===== src/rtl/xlat_pkg.sv =====
package xlat_pkg;

   // Width of the interleave enable code and the largest shift it can select.
   localparam int ILV_CODE_W    = 3;
   localparam int ILV_MAX_SHIFT = 3;

   // Shift selected by an interleave code: a code of k low ones means shift k,
   // every other pattern means no interleave.
   function automatic int unsigned ilv_shift_of(input logic [ILV_CODE_W-1:0] code);
      int unsigned s;
      s = 0;
      for (int k = 1; k <= ILV_MAX_SHIFT; k++) begin
         if (code == ILV_CODE_W'((1 << k) - 1)) s = k;
      end
      return s;
   endfunction

endpackage


===== src/rtl/xlat_ilv_decode.sv =====
module xlat_ilv_decode #(
   parameter int CODE_W    = 3,
   parameter int MAX_SHIFT = 3
) (
   input  logic [CODE_W-1:0]  code,
   output logic [MAX_SHIFT:0] shift_oh
);

   logic [MAX_SHIFT:1] hit;

   for (genvar k = 1; k <= MAX_SHIFT; k++) begin : g_code
      localparam logic [CODE_W-1:0] PATTERN = CODE_W'((1 << k) - 1);
      assign hit[k] = (code == PATTERN);
   end

   assign shift_oh[MAX_SHIFT:1] = hit;
   assign shift_oh[0]           = ~|hit;

endmodule


===== src/rtl/xlat_ilv_insert.sv =====
module xlat_ilv_insert #(
   parameter int IN_W      = 36,
   parameter int PHYS_W    = 40,
   parameter int PAGE_LSB  = 12,
   parameter int MAX_SHIFT = 3
) (
   input  logic [IN_W-1:0]      in_addr,
   input  logic [MAX_SHIFT:0]   shift_oh,
   input  logic [MAX_SHIFT-1:0] sel,
   output logic [PHYS_W-1:0]    dram_addr
);

   localparam int HI_W = IN_W - PAGE_LSB;

   logic [HI_W-1:0]     frame;
   logic [PHYS_W-1:0]   page_off;
   logic [PHYS_W-1:0]   cand [MAX_SHIFT+1];

   assign frame    = in_addr[IN_W-1:PAGE_LSB];
   assign page_off = PHYS_W'(in_addr[PAGE_LSB-1:0]);

   // One candidate per shift value; the decoder picks exactly one.
   for (genvar k = 0; k <= MAX_SHIFT; k++) begin : g_shift
      logic [PHYS_W-1:0] moved;
      assign moved = PHYS_W'(frame) << (PAGE_LSB + k);
      if (k == 0) begin : g_none
         assign cand[k] = moved | page_off;
      end else begin : g_sel
         logic [PHYS_W-1:0] sel_field;
         assign sel_field = PHYS_W'(sel[k-1:0]) << PAGE_LSB;
         assign cand[k]   = moved | sel_field | page_off;
      end
   end

   always_comb begin
      dram_addr = '0;
      for (int k = 0; k <= MAX_SHIFT; k++) begin
         if (shift_oh[k]) dram_addr = dram_addr | cand[k];
      end
   end

endmodule


===== src/rtl/xlat_hole_window.sv =====
module xlat_hole_window #(
   parameter int PHYS_W = 40
) (
   input  logic              en,
   input  logic [PHYS_W-1:0] dram_addr,
   input  logic [PHYS_W-1:0] base,
   input  logic [PHYS_W-1:0] size,
   output logic              hit
);

   logic [PHYS_W:0] upper;
   logic            above_lo;
   logic            below_hi;

   assign upper    = {1'b0, base} + {1'b0, size};
   assign above_lo = (dram_addr >= base);
   assign below_hi = ({1'b0, dram_addr} < upper);
   assign hit      = en & above_lo & below_hi;

endmodule


===== src/rtl/xlat_sys_compose.sv =====
module xlat_sys_compose #(
   parameter int PHYS_W = 40,
   parameter int OUT_W  = 64
) (
   input  logic [PHYS_W-1:0] dram_addr,
   input  logic              hole_hit,
   input  logic [PHYS_W-1:0] hole_offset,
   input  logic [PHYS_W-1:0] node_base,
   output logic [OUT_W-1:0]  sys_addr
);

   localparam int EXT_W = OUT_W - PHYS_W;

   logic [OUT_W-1:0]  hole_sum;
   logic [PHYS_W-1:0] base_sum;
   logic [OUT_W-1:0]  base_sys;

   assign hole_sum = OUT_W'(dram_addr) + OUT_W'(hole_offset);
   assign base_sum = dram_addr + node_base;

   if (EXT_W > 0) begin : g_extend
      assign base_sys = {{EXT_W{base_sum[PHYS_W-1]}}, base_sum};
   end else begin : g_flat
      assign base_sys = base_sum;
   end

   assign sys_addr = hole_hit ? hole_sum : base_sys;

endmodule


===== src/rtl/xlat_rev_addr.sv =====
module xlat_rev_addr #(
   parameter int IN_W      = 36,
   parameter int PHYS_W    = 40,
   parameter int OUT_W     = 64,
   parameter int PAGE_LSB  = 12,
   parameter int CODE_W    = xlat_pkg::ILV_CODE_W,
   parameter int MAX_SHIFT = xlat_pkg::ILV_MAX_SHIFT
) (
   input  logic                 clk,
   input  logic                 rst_n,
   input  logic                 in_valid,
   input  logic [IN_W-1:0]      in_addr,
   input  logic [CODE_W-1:0]    ilv_code,
   input  logic [MAX_SHIFT-1:0] ilv_sel,
   input  logic [PHYS_W-1:0]    node_base,
   input  logic                 hole_en,
   input  logic [PHYS_W-1:0]    hole_base,
   input  logic [PHYS_W-1:0]    hole_size,
   input  logic [PHYS_W-1:0]    hole_offset,
   output logic                 out_valid,
   output logic [OUT_W-1:0]     out_addr
);

   // Elaboration-time parameter checks.
   if (IN_W <= PAGE_LSB) begin : g_bad_in
      $error("xlat_rev_addr: IN_W must exceed PAGE_LSB");
   end
   if (PHYS_W < IN_W + MAX_SHIFT) begin : g_bad_phys
      $error("xlat_rev_addr: PHYS_W too small for the widest interleave");
   end
   if (OUT_W < PHYS_W) begin : g_bad_out
      $error("xlat_rev_addr: OUT_W must not be below PHYS_W");
   end
   if (MAX_SHIFT < 1 || MAX_SHIFT > CODE_W) begin : g_bad_shift
      $error("xlat_rev_addr: MAX_SHIFT must lie in 1..CODE_W");
   end

   logic [MAX_SHIFT:0] shift_oh;
   logic [PHYS_W-1:0]  dram_addr;
   logic               hole_hit;
   logic [OUT_W-1:0]   sys_addr;

   xlat_ilv_decode #(
      .CODE_W    (CODE_W),
      .MAX_SHIFT (MAX_SHIFT)
   ) u_decode (
      .code     (ilv_code),
      .shift_oh (shift_oh)
   );

   xlat_ilv_insert #(
      .IN_W      (IN_W),
      .PHYS_W    (PHYS_W),
      .PAGE_LSB  (PAGE_LSB),
      .MAX_SHIFT (MAX_SHIFT)
   ) u_insert (
      .in_addr   (in_addr),
      .shift_oh  (shift_oh),
      .sel       (ilv_sel),
      .dram_addr (dram_addr)
   );

   xlat_hole_window #(
      .PHYS_W (PHYS_W)
   ) u_hole (
      .en        (hole_en),
      .dram_addr (dram_addr),
      .base      (hole_base),
      .size      (hole_size),
      .hit       (hole_hit)
   );

   xlat_sys_compose #(
      .PHYS_W (PHYS_W),
      .OUT_W  (OUT_W)
   ) u_compose (
      .dram_addr   (dram_addr),
      .hole_hit    (hole_hit),
      .hole_offset (hole_offset),
      .node_base   (node_base),
      .sys_addr    (sys_addr)
   );

   always_ff @(posedge clk) begin
      if (!rst_n) begin
         out_valid <= 1'b0;
         out_addr  <= '0;
      end else begin
         out_valid <= in_valid;
         if (in_valid) out_addr <= sys_addr;
      end
   end

endmodule


===== config.mk =====
export PLATFORM = sky130hd
export DESIGN_NAME = xlat_rev_addr
export DESIGN_NICKNAME = d
export VERILOG_FILES = /design/src/rtl/xlat_pkg.sv /design/src/rtl/xlat_ilv_decode.sv /design/src/rtl/xlat_ilv_insert.sv /design/src/rtl/xlat_hole_window.sv /design/src/rtl/xlat_sys_compose.sv /design/src/rtl/xlat_rev_addr.sv
export SDC_FILE = /design/constraint.sdc
export NUM_CORES = 1
export LEC_CHECK = 0
export ABC_CLOCK_PERIOD_IN_PS = 7000
export BUFFER_PORTS_ARGS = -buffer_cell sky130_fd_sc_hd__buf_2
export CAP_MARGIN = 10
export CORE_MARGIN = 2
export CORE_UTILIZATION = 50
export CTS_CLUSTER_SIZE = 8
export DETAILED_ROUTE_END_ITERATION = 16
export PLACE_DENSITY_LB_ADDON = 0.1
export SETUP_SLACK_MARGIN = 0.15
export SLEW_MARGIN = 10
export SYNTH_ARGS = -nofsm -noshare
export SYNTH_HDL_FRONTEND = slang
export SYNTH_HIERARCHICAL = 1
export SYNTH_SLANG_ARGS = --single-unit

===== constraint.sdc =====
create_clock -name clk -period 7 [get_ports clk]
set_clock_uncertainty 0.05 [all_clocks]
set_input_delay 0.35 -clock clk [delete_from_list [all_inputs] [get_ports clk]]
set_output_delay 0.35 -clock clk [all_outputs]
set_load 0.02 [all_outputs]

After elaboration in Yosys (flattened, before gate mapping)
Index checks and enable logic that the tools add are counted.
{ "totals": {"regBits": 65, "inputBits": 206, "output_inout_bits": 65} }
{ "classes": {"n_bitwise": 12, "n_reduce_logical": 1, "n_eq_ne": 3, "n_lt_le_gt_ge": 2, "muxes": 5, "add_sub_neg": 3} }
{ "op_table": {"columns": ["operator", "count"], "rows": [
  ["$mux W40", 3],
  ["$or A40 B12 Y40", 3],
  ["$or A40 B40 Y40", 3],
  ["$add A40 B40 Y41", 2],
  ["$mux W64", 1],
  ["$lt A40 B41 Y1", 1],
  ["$add A40 B40 Y40", 1],
  ["$ge A40 B40 Y1", 1],
  ["$or A39 B15 Y39", 1],
  ["$or A38 B14 Y38", 1],
  ["$or A37 B13 Y37", 1],
  ["$mux W36", 1],
  ["$or A36 B12 Y36", 1],
  ["$eq A3 B1 Y1 const B", 1],
  ["$eq A3 B2 Y1 const B", 1],
  ["$eq A3 B3 Y1 const B", 1],
  ["$reduce_or A3 Y1", 1],
  ["$and A1 B1 Y1", 2]
]} }

Longest topological paths before layout
Gate-level depths: netlist of run 1.
{ "depth": {"depth_word": 13, "mapped_depth": 26, "depth_no_buf": 25} }

Cells and area by module
The synthesis of run 1 kept the hierarchy.
{ "by_module_without_submodules": {"columns": ["mod", "area_each_um2", "seq_area_each_um2", "instances", "cells_each"], "rows": [
  ["xlat_sys_compose", 4713.3, 0.0, 1, 681],
  ["xlat_hole_window", 4270.3, 0.0, 1, 578],
  ["xlat_rev_addr", 2489.9, 1301.2, 1, 208],
  ["xlat_ilv_insert", 655.6, 0.0, 1, 104],
  ["xlat_ilv_decode", 33.8, 0.0, 1, 5]
]} }

Worst setup path after synthesis of run 1
OpenSTA, ideal clock, no wires.
{ "synth_path": {"path_kind": "in2reg", "start": "input port hole_base[0]", "end": "register out_addr[39]", "path_stages": 24, "arrival_ns": 5.203, "slack_ns": 1.631, "n_path_buf": 1, "path_cell_list": "ha_1 -> fa_1 -> a21o_1 -> a221oi_2 -> a2111o_1 -> nand4b_1 -> a21oi_1 -> o21ai_0 -> a21oi_1 -> xor2_1 -> ha_1 -> a21o_1 -> a21o_1 -> a211o_1 -> o211ai_1 -> a21oi_1 -> or4_1 -> a211oi_1 -> o311a_1 -> clkbuf_1 -> nor2_1 -> a21o_1 -> mux2i_1 -> nor2b_1"} }
{ "synth_via": {"elab_chain_cells": 4} }
{ "synth_lines": {"columns": ["item", "line_no", "text"], "rows": [
  ["start, declared", "xlat_rev_addr.sv:17", "input logic [PHYS_W-1:0] hole_base,"],
  ["$add A40 B40 Y41 or $ge A40 B40 Y1 (tied branches)", "xlat_hole_window.sv:15, xlat_hole_window.sv:16", null],
  ["$lt A40 B41 Y1 or $and A1 B1 Y1 (tied branches)", "xlat_hole_window.sv:17, xlat_hole_window.sv:18", null],
  ["$and A1 B1 Y1 (*)", "xlat_hole_window.sv:18", "assign hit = en & above_lo & below_hi;"],
  ["named net hole_hit", "xlat_rev_addr.sv:40", "logic hole_hit;"],
  ["$mux W64 (*)", "xlat_sys_compose.sv:27", "assign sys_addr = hole_hit ? hole_sum : base_sys;"],
  ["named net sys_addr[39]", "xlat_rev_addr.sv:41", "logic [OUT_W-1:0] sys_addr;"],
  ["end signal, assigned", "xlat_rev_addr.sv:90", "if (in_valid) out_addr <= sys_addr;"],
  ["end, declared", "xlat_rev_addr.sv:21", "output logic [OUT_W-1:0] out_addr"]
]} }
Mark *: on every way through the listed nets, which the timed path passes. The rest lies on a longest branch.
A chain may end at the register's enable or synchronous reset.

Final worst setup path of run 1
Ends and elaborated chain as after synthesis.

==> summary.md, run 1 <==
| Metric | Value |
|---|---|
| Outcome | complete, no violations |
| FMAX | 174 MHz |
| Clock buffer depth | 2 |
| Setup Fix Bufs, Post-CTS | 0 |
| Worst EP required | slightly above 7 ns |
| Post-Route Setup TNS | 0 ns |
| Max IR drop VDD | around 0.00016 V |
| Die Wd | approximately 160 µm |
| Initial core utilization | 0.505 |
| Synth-to-Final Area Change | 12.6% |
| Post-synth EDFFs | 0 |
| Clock Latency Late Sink | ~0.33 ns |
| Core area | approximately 0.024 mm² |
| DRC Markers | 0 |
| Worst setup SP type | input port |
| Maxcap violations | 0 |
| Yosys top cell by area | ha_1 |
| Antenna violations before repair | 8 |
| Worst slew pin tran | 1.05 ns |
| DR pass1 iterations | 5 |
| RSZ-0062 raised after global routing | no |
| Top-area cell type share of the netlist area | 0.204 |
| Layout fillers | 2,404 |
| Drt wl/cell | about 17 µm |
| P_leak | 6.97 nW |
| H-tree levels | 3 |
| Synth Cell Area | roughly 0.012 mm² |
| Post-DP HPWL | 30,900 µm |
| Top-count cell post-synth | ha_1 |
| CTS tree | built |
| Initial drt markers | between 600 and 700 |
| GRT Util Overall | 0.273 |
| First-pass GRT wire length | 57,400 µm |
| Final Hold Viols | 0 |
| CTS Hold Buffers Added | 0 |
| Final #Nets | ~2,200 |
| Post-CTS Resized | 0 |
| # IOs | 271 |
| Post-Synthesis Cells | around 1,600 |
| Pin count of the biggest net entering global routing | 66 |
| Vias | between 10,000 and 15,000 |
| Die Span Y | 160 µm |
| Synth Area per Inst | about 7.7 µm² |
| Vias in the first global route | 11,400 |
| Fraction of the cycle the final worst path needs | 0.819 |
| Gr ovfl total | 0 |
| Synth Register Bits | 65 |
| Pwr dens | approximately 170 mW/mm² |
| Share of cells above drive strength 1 | 0.181 |
| Synth cell types | a little over 90 |
| Tmin final | roughly 5.7 ns |
| Syn nets | a little under 2,000 |
| HP Class | reg2reg |
| Hold Path Stages | 2 |
| Register area share after synthesis | 0.107 |
| Worst-path clk slew | 0.06 ns |
| Synth Flop Type | dfxtp_1 |
| Async SR Flop Fraction | 0 |
| Routability-driven placement congestion ratio | roughly 0.96 |
| Sink Count | between 60 and 70 |
| Clock buffer count from CTS | 9 |
| Count of final max-slew check failures | 0 |
| CP Capture Type | register |
| CP max FO | 47 |
| Port Buffers | 270 |
| WL final | between 30,000 and 40,000 µm |
| Clock tree root driver cell | clkbuf_16 |
| Die area | ~0.026 mm² |
| R2r worst-path depth | 2 |
| Synth top cells by count | ha_1, a21oi_1, nand2_1, a21o_1, nor2b_1 |
| Antenna Violating Nets Remaining | 0 |
| Crit path kind | in2reg |
| Via/cell ratio | 5.84 |
| Max_slew headroom | 0.302 |
| Reg2Reg Setup Slack | around 6.3 ns |
| Yosys synthesis warning count | 6 |
| Synth area leaders | ha_1, dfxtp_1, a21oi_1, mux2i_1, a21o_1 |
| Fin Hold WS | between 0.4 and 0.5 ns |
| Final Setup Violations | 0 |
| Data arrival, critical path | ~5.9 ns |
| Rows | 57 |
[worst max-delay path, stage by stage]
cell and delay [ns]:
buf_2 0.11, ha_1 0.22, fa_1 0.41, a21o_1 0.20, a221oi_2 0.31, a2111o_1 0.26
nand4b_1 0.15, a21oi_1 0.24, o21ai_0 0.12, a21oi_1 0.18, xor2_1 0.17, ha_1 0.27
a21o_1 0.16, a21o_1 0.17, a211o_1 0.28, o211ai_1 0.09, a21oi_1 0.07, or4_1 0.53
a211oi_1 0.26, o311a_2 0.41, buf_12 0.25, nor2_1 0.08, buf_4 0.22, a21o_1 0.18
mux2i_1 0.13, nor2b_1 0.06
[flip-flops by register name (all words and copies together) (netlist names)]
signal	flops
out_addr	64
out_valid	1
[logic make-up (layout without fill, tap and decap cells)]
logic type      count (synthesis)  after routing  synth area share
xor+xnor                      101            101            0.0727
compound gates                531            531             0.293
buf+inv                       162            366            0.0700
flops                          65             65             0.107
mux                            74             74            0.0611
simple gates                  441            441             0.188
fa+ha+maj                     201            201             0.209
other cells                     1              6          0.000308
[routing by layer]
| layer | vias to the layer above | GRT usage | wire, µm |
|---|---|---|---|
| li1 | 6227 | - | - |
| met1 | 5640 | 0.389 | 17300 |
| met2 | 389 | 0.440 | 16200 |
| met3 | 54 | 0.0156 | 1820 |
| met4 | 6 | 0.0901 | 977 |
| met5 | - | 0 | 34 |
[placed cells by master (no fill, tap or decap), types with 53 or more instances in the layout]
master / instances
a21o_1: 92
a21oi_1: 161
buf_2: 269
dfxtp_1: 65
ha_1: 198
inv_1: 74
mux2i_1: 72
nand2_1: 114
nor2_1: 76
nor2b_1: 90
o21ai_0: 75
xnor2_1: 53
[path summary, 6_finish.rpt]
path,from,to
hold reg to reg,out_addr[15],out_addr[15]
hold / removal,out_addr[15],out_addr[15]
setup / recovery,hole_base[0],out_addr[39]
setup reg to reg,out_addr[50],out_addr[50]
[metrics by stage]
step / power [mW] / setup slack, ns / instance area, µm² / util / cells
3_5_place_dp: 1.88 / 0.906 / 13400 / 0.556 / 2088
6_report: 2.30 / 1.27 / 13700 / 0.568 / 2109
4_1_cts: 2.29 / 1.25 / 13700 / 0.567 / 2104
3_3_place_gp: 1.86 / 0.975 / 13400 / 0.556 / 2088
2_1_floorplan: 1.54 / 1.63 / 12200 / - / 1576
5_1_grt: 2.48 / 0.868 / 13700 / 0.568 / 2109
[power breakdown]
part	switching, mW	internal (mW)
registers	0.0260	0.421
logic	0.853	0.599
clock network	0.164	0.238
[final cells by class]
| class | instances | area (µm²) | area share |
|---|---|---|---|
| diodes | 5 | 12.5 | 0.000914 |
| clock buffers | 9 | 225 | 0.0164 |
| clock inverters | 7 | 46.3 | 0.00338 |
| inverters | 75 | 282 | 0.0206 |
| multi-input cells | 1349 | 10000 | 0.732 |
| flip-flops and latches | 65 | 1300 | 0.0950 |
| well taps | 324 | 405 | 0.0296 |
| repair buffers | 275 | 1400 | 0.103 |
No activity file was read; power rests on OpenSTA's default activity.
==> run 2, diff against run 1 <==
- ABC_CLOCK_PERIOD_IN_PS: 7000 -> 5900
- clock period: 7 -> 5.9 ns (I/O delays scaled with it)
==> summary.md, run 2 (synthesis results as in run 1) <==
| Metric | Value |
|---|---|
| Die Span Y | 160 µm (unchanged) |
| Layout fillers | 2,403 (was 2,404) |
| P_leak | 7.03 nW (was 6.97 nW) |
| GRT Util Overall | 0.271 (was 0.273) |
| HP Class | reg2reg (unchanged) |
| Fin Hold WS | 0.455 ns (was 0.456 ns) |
| Port Buffers | 270 (unchanged) |
| CP Capture Type | register (unchanged) |
| Outcome | complete, no violations (unchanged) |
| CTS tree | built (unchanged) |
| Max_slew headroom | 0.293 (was 0.302) |
| Antenna Violating Nets Remaining | 0 (unchanged) |
| Gr ovfl total | 0 (unchanged) |
| Data arrival, critical path | 5.67 ns (was 5.91 ns) |
| Pwr dens | 198 mW/mm² (was 168 mW/mm²) |
| Routability-driven placement congestion ratio | 0.929 (was 0.961) |
| Maxcap violations | 0 (unchanged) |
| Worst EP required | 6.11 ns (was 7.17 ns) |
| Final Hold Viols | 0 (unchanged) |
| Design area | 0.0138 mm² (was 0.0137 mm²) |
| Antenna violations before repair | 7 (was 8) |
| Most frequent cells in the layout | buf_2, ha_1, a21oi_1 (unchanged) |
| # IOs | 271 (unchanged) |
| Register area | 0.00130 mm² (unchanged) |
| Synth-to-Final Area Change | 13.5% (was 12.6%) |
| Post-DP HPWL | 30,800 µm (was 30,900 µm) |
| Most common cell after layout, fill and taps aside | buf_2 (unchanged) |
| Post-DP Area | 0.0135 mm² (was 0.0134 mm²) |
| Worst setup SP type | input port (unchanged) |
| Share of cells above drive strength 1 | 0.185 (was 0.181) |
| Clock tree root driver cell | clkbuf_16 (unchanged) |
| Initial drt markers | 738 (was 680) |
| Top Registers | out_addr (64), out_valid (1) (unchanged) |
| Rows | 57 (unchanged) |
| DRC Markers | 0 (unchanged) |
| Die area | 0.0256 mm² (unchanged) |
| DR pass1 iterations | 7 (was 5) |
| Clock buffer depth | 2 (unchanged) |
| CP max FO | 3 (was 47) |
| Fraction of the cycle the final worst path needs | 0.926 |
| Count of final max-slew check failures | 0 (unchanged) |
| First-pass GRT wire length | 57,200 µm (was 57,400 µm) |
| WL final | 36,200 µm (was 36,300 µm) |
| Initial core utilization | 0.505 (unchanged) |
| Multi-input gate area | 0.0100 mm² (about the same) |
| Via/cell ratio | 5.85 (was 5.84) |
| Die Wd | 160 µm (unchanged) |
| Final core occ | 0.573 (was 0.568) |
| Pin count of the biggest net entering global routing | 66 (unchanged) |
| RSZ-0062 raised after global routing | no (unchanged) |
| Vias in the first global route | 11,500 (was 11,400) |
| Slowest stage delay, CP | 0.54 ns (was 0.53 ns) |
| Sink Count | 65 (unchanged) |
| Tmin final | around 5.5 ns |
| H-tree levels | 3 (unchanged) |
| Clock Latency Late Sink | 0.32 ns (was 0.33 ns) |
| Vias | 12,400 (was 12,300) |
| Clock buffer count from CTS | 9 (unchanged) |
| FMAX | 183 MHz |
| Most frequent CP cell | a21o_1 (unchanged) |
| Max IR drop VDD | 0.000156 V (was 0.000164 V) |
| Biggest register | out_addr (unchanged) |
| Crit path kind | in2reg (unchanged) |
| Worst slew pin tran | 1.06 ns (was 1.05 ns) |
| Critical-path top delay cell | or4_1 (unchanged) |
| Final Setup Violations | 0 (unchanged) |
| Largest register FFs | 64 (unchanged) |
| Core area | 0.0241 mm² (unchanged) |
| Drt wl/cell | 17.1 µm (was 17.2 µm) |
| Final #Nets | 2,192 (was 2,182) |
| Worst-path clk slew | 0.05 ns (was 0.06 ns) |
## run 2: stage by stage
stage	power [mW]	TNS [ns]	setup WS, ns	cells
4_1_cts	2.71	0	0.321	2108
2_1_floorplan	1.82	0	0.586	1576
3_5_place_dp	2.24	-0.0136	-0.0136	2094
5_1_grt	2.95	0	0.157	2117
6_report	2.73	0	0.439	2117
3_3_place_gp	2.21	0	0.126	2094
## run 2: final timing paths
kind	from	to	slack [ns]	cells past startpoint
setup / recovery	hole_base[0]	out_addr[38]	0.44	26
hold / removal	out_addr[37]	out_addr[37]	0.45	2
setup reg to reg	out_addr[56]	out_addr[56]	5.19	2
hold reg to reg	out_addr[37]	out_addr[37]	0.45	2
## run 2: what timing repair did
action                     4_1_cts  5_1_grt
hold endpoints to repair         0        0
buffers inserted                 0        4
setup endpoints to repair        0       53
hold buffers                     0        0
resized for setup                0        5
## run 2: power by group
| group | switching [mW] | total [mW] | internal [mW] |
|---|---|---|---|
| clock | 0.161 | 0.462 | 0.302 |
| sequential | 0.0302 | 0.531 | 0.501 |
| combinational | 1.01 | 1.74 | 0.723 |
| total | 1.20 | 2.73 | 1.53 |
## run 2: per-layer routing
layer  vias up  part of all wire  track usage
met5         -           0.00072            0
met4         4             0.016       0.0635
met3        37             0.060       0.0226
met2       371              0.45        0.449
met1      5722              0.47        0.381
li1       6251                 -            -
## run 2: critical path, delay by kind of cell
family | cells | cell delay (ns)
compound gates | 14 | 2.69
xor+xnor | 1 | 0.16
fa+ha+maj | 3 | 0.85
buf+inv | 2 | 0.17
mux | 2 | 0.23
simple gates | 4 | 1.26
## run 2: layout make-up
cell class | instances | share of cell area
sequential | 65 | 0.0943
clock buffer | 14 | 0.0191
tap | 324 | 0.0294
inverter | 75 | 0.0204
antenna | 5 | 0.000906
multi-input combinational | 1349 | 0.728
timing repair buffer | 285 | 0.108
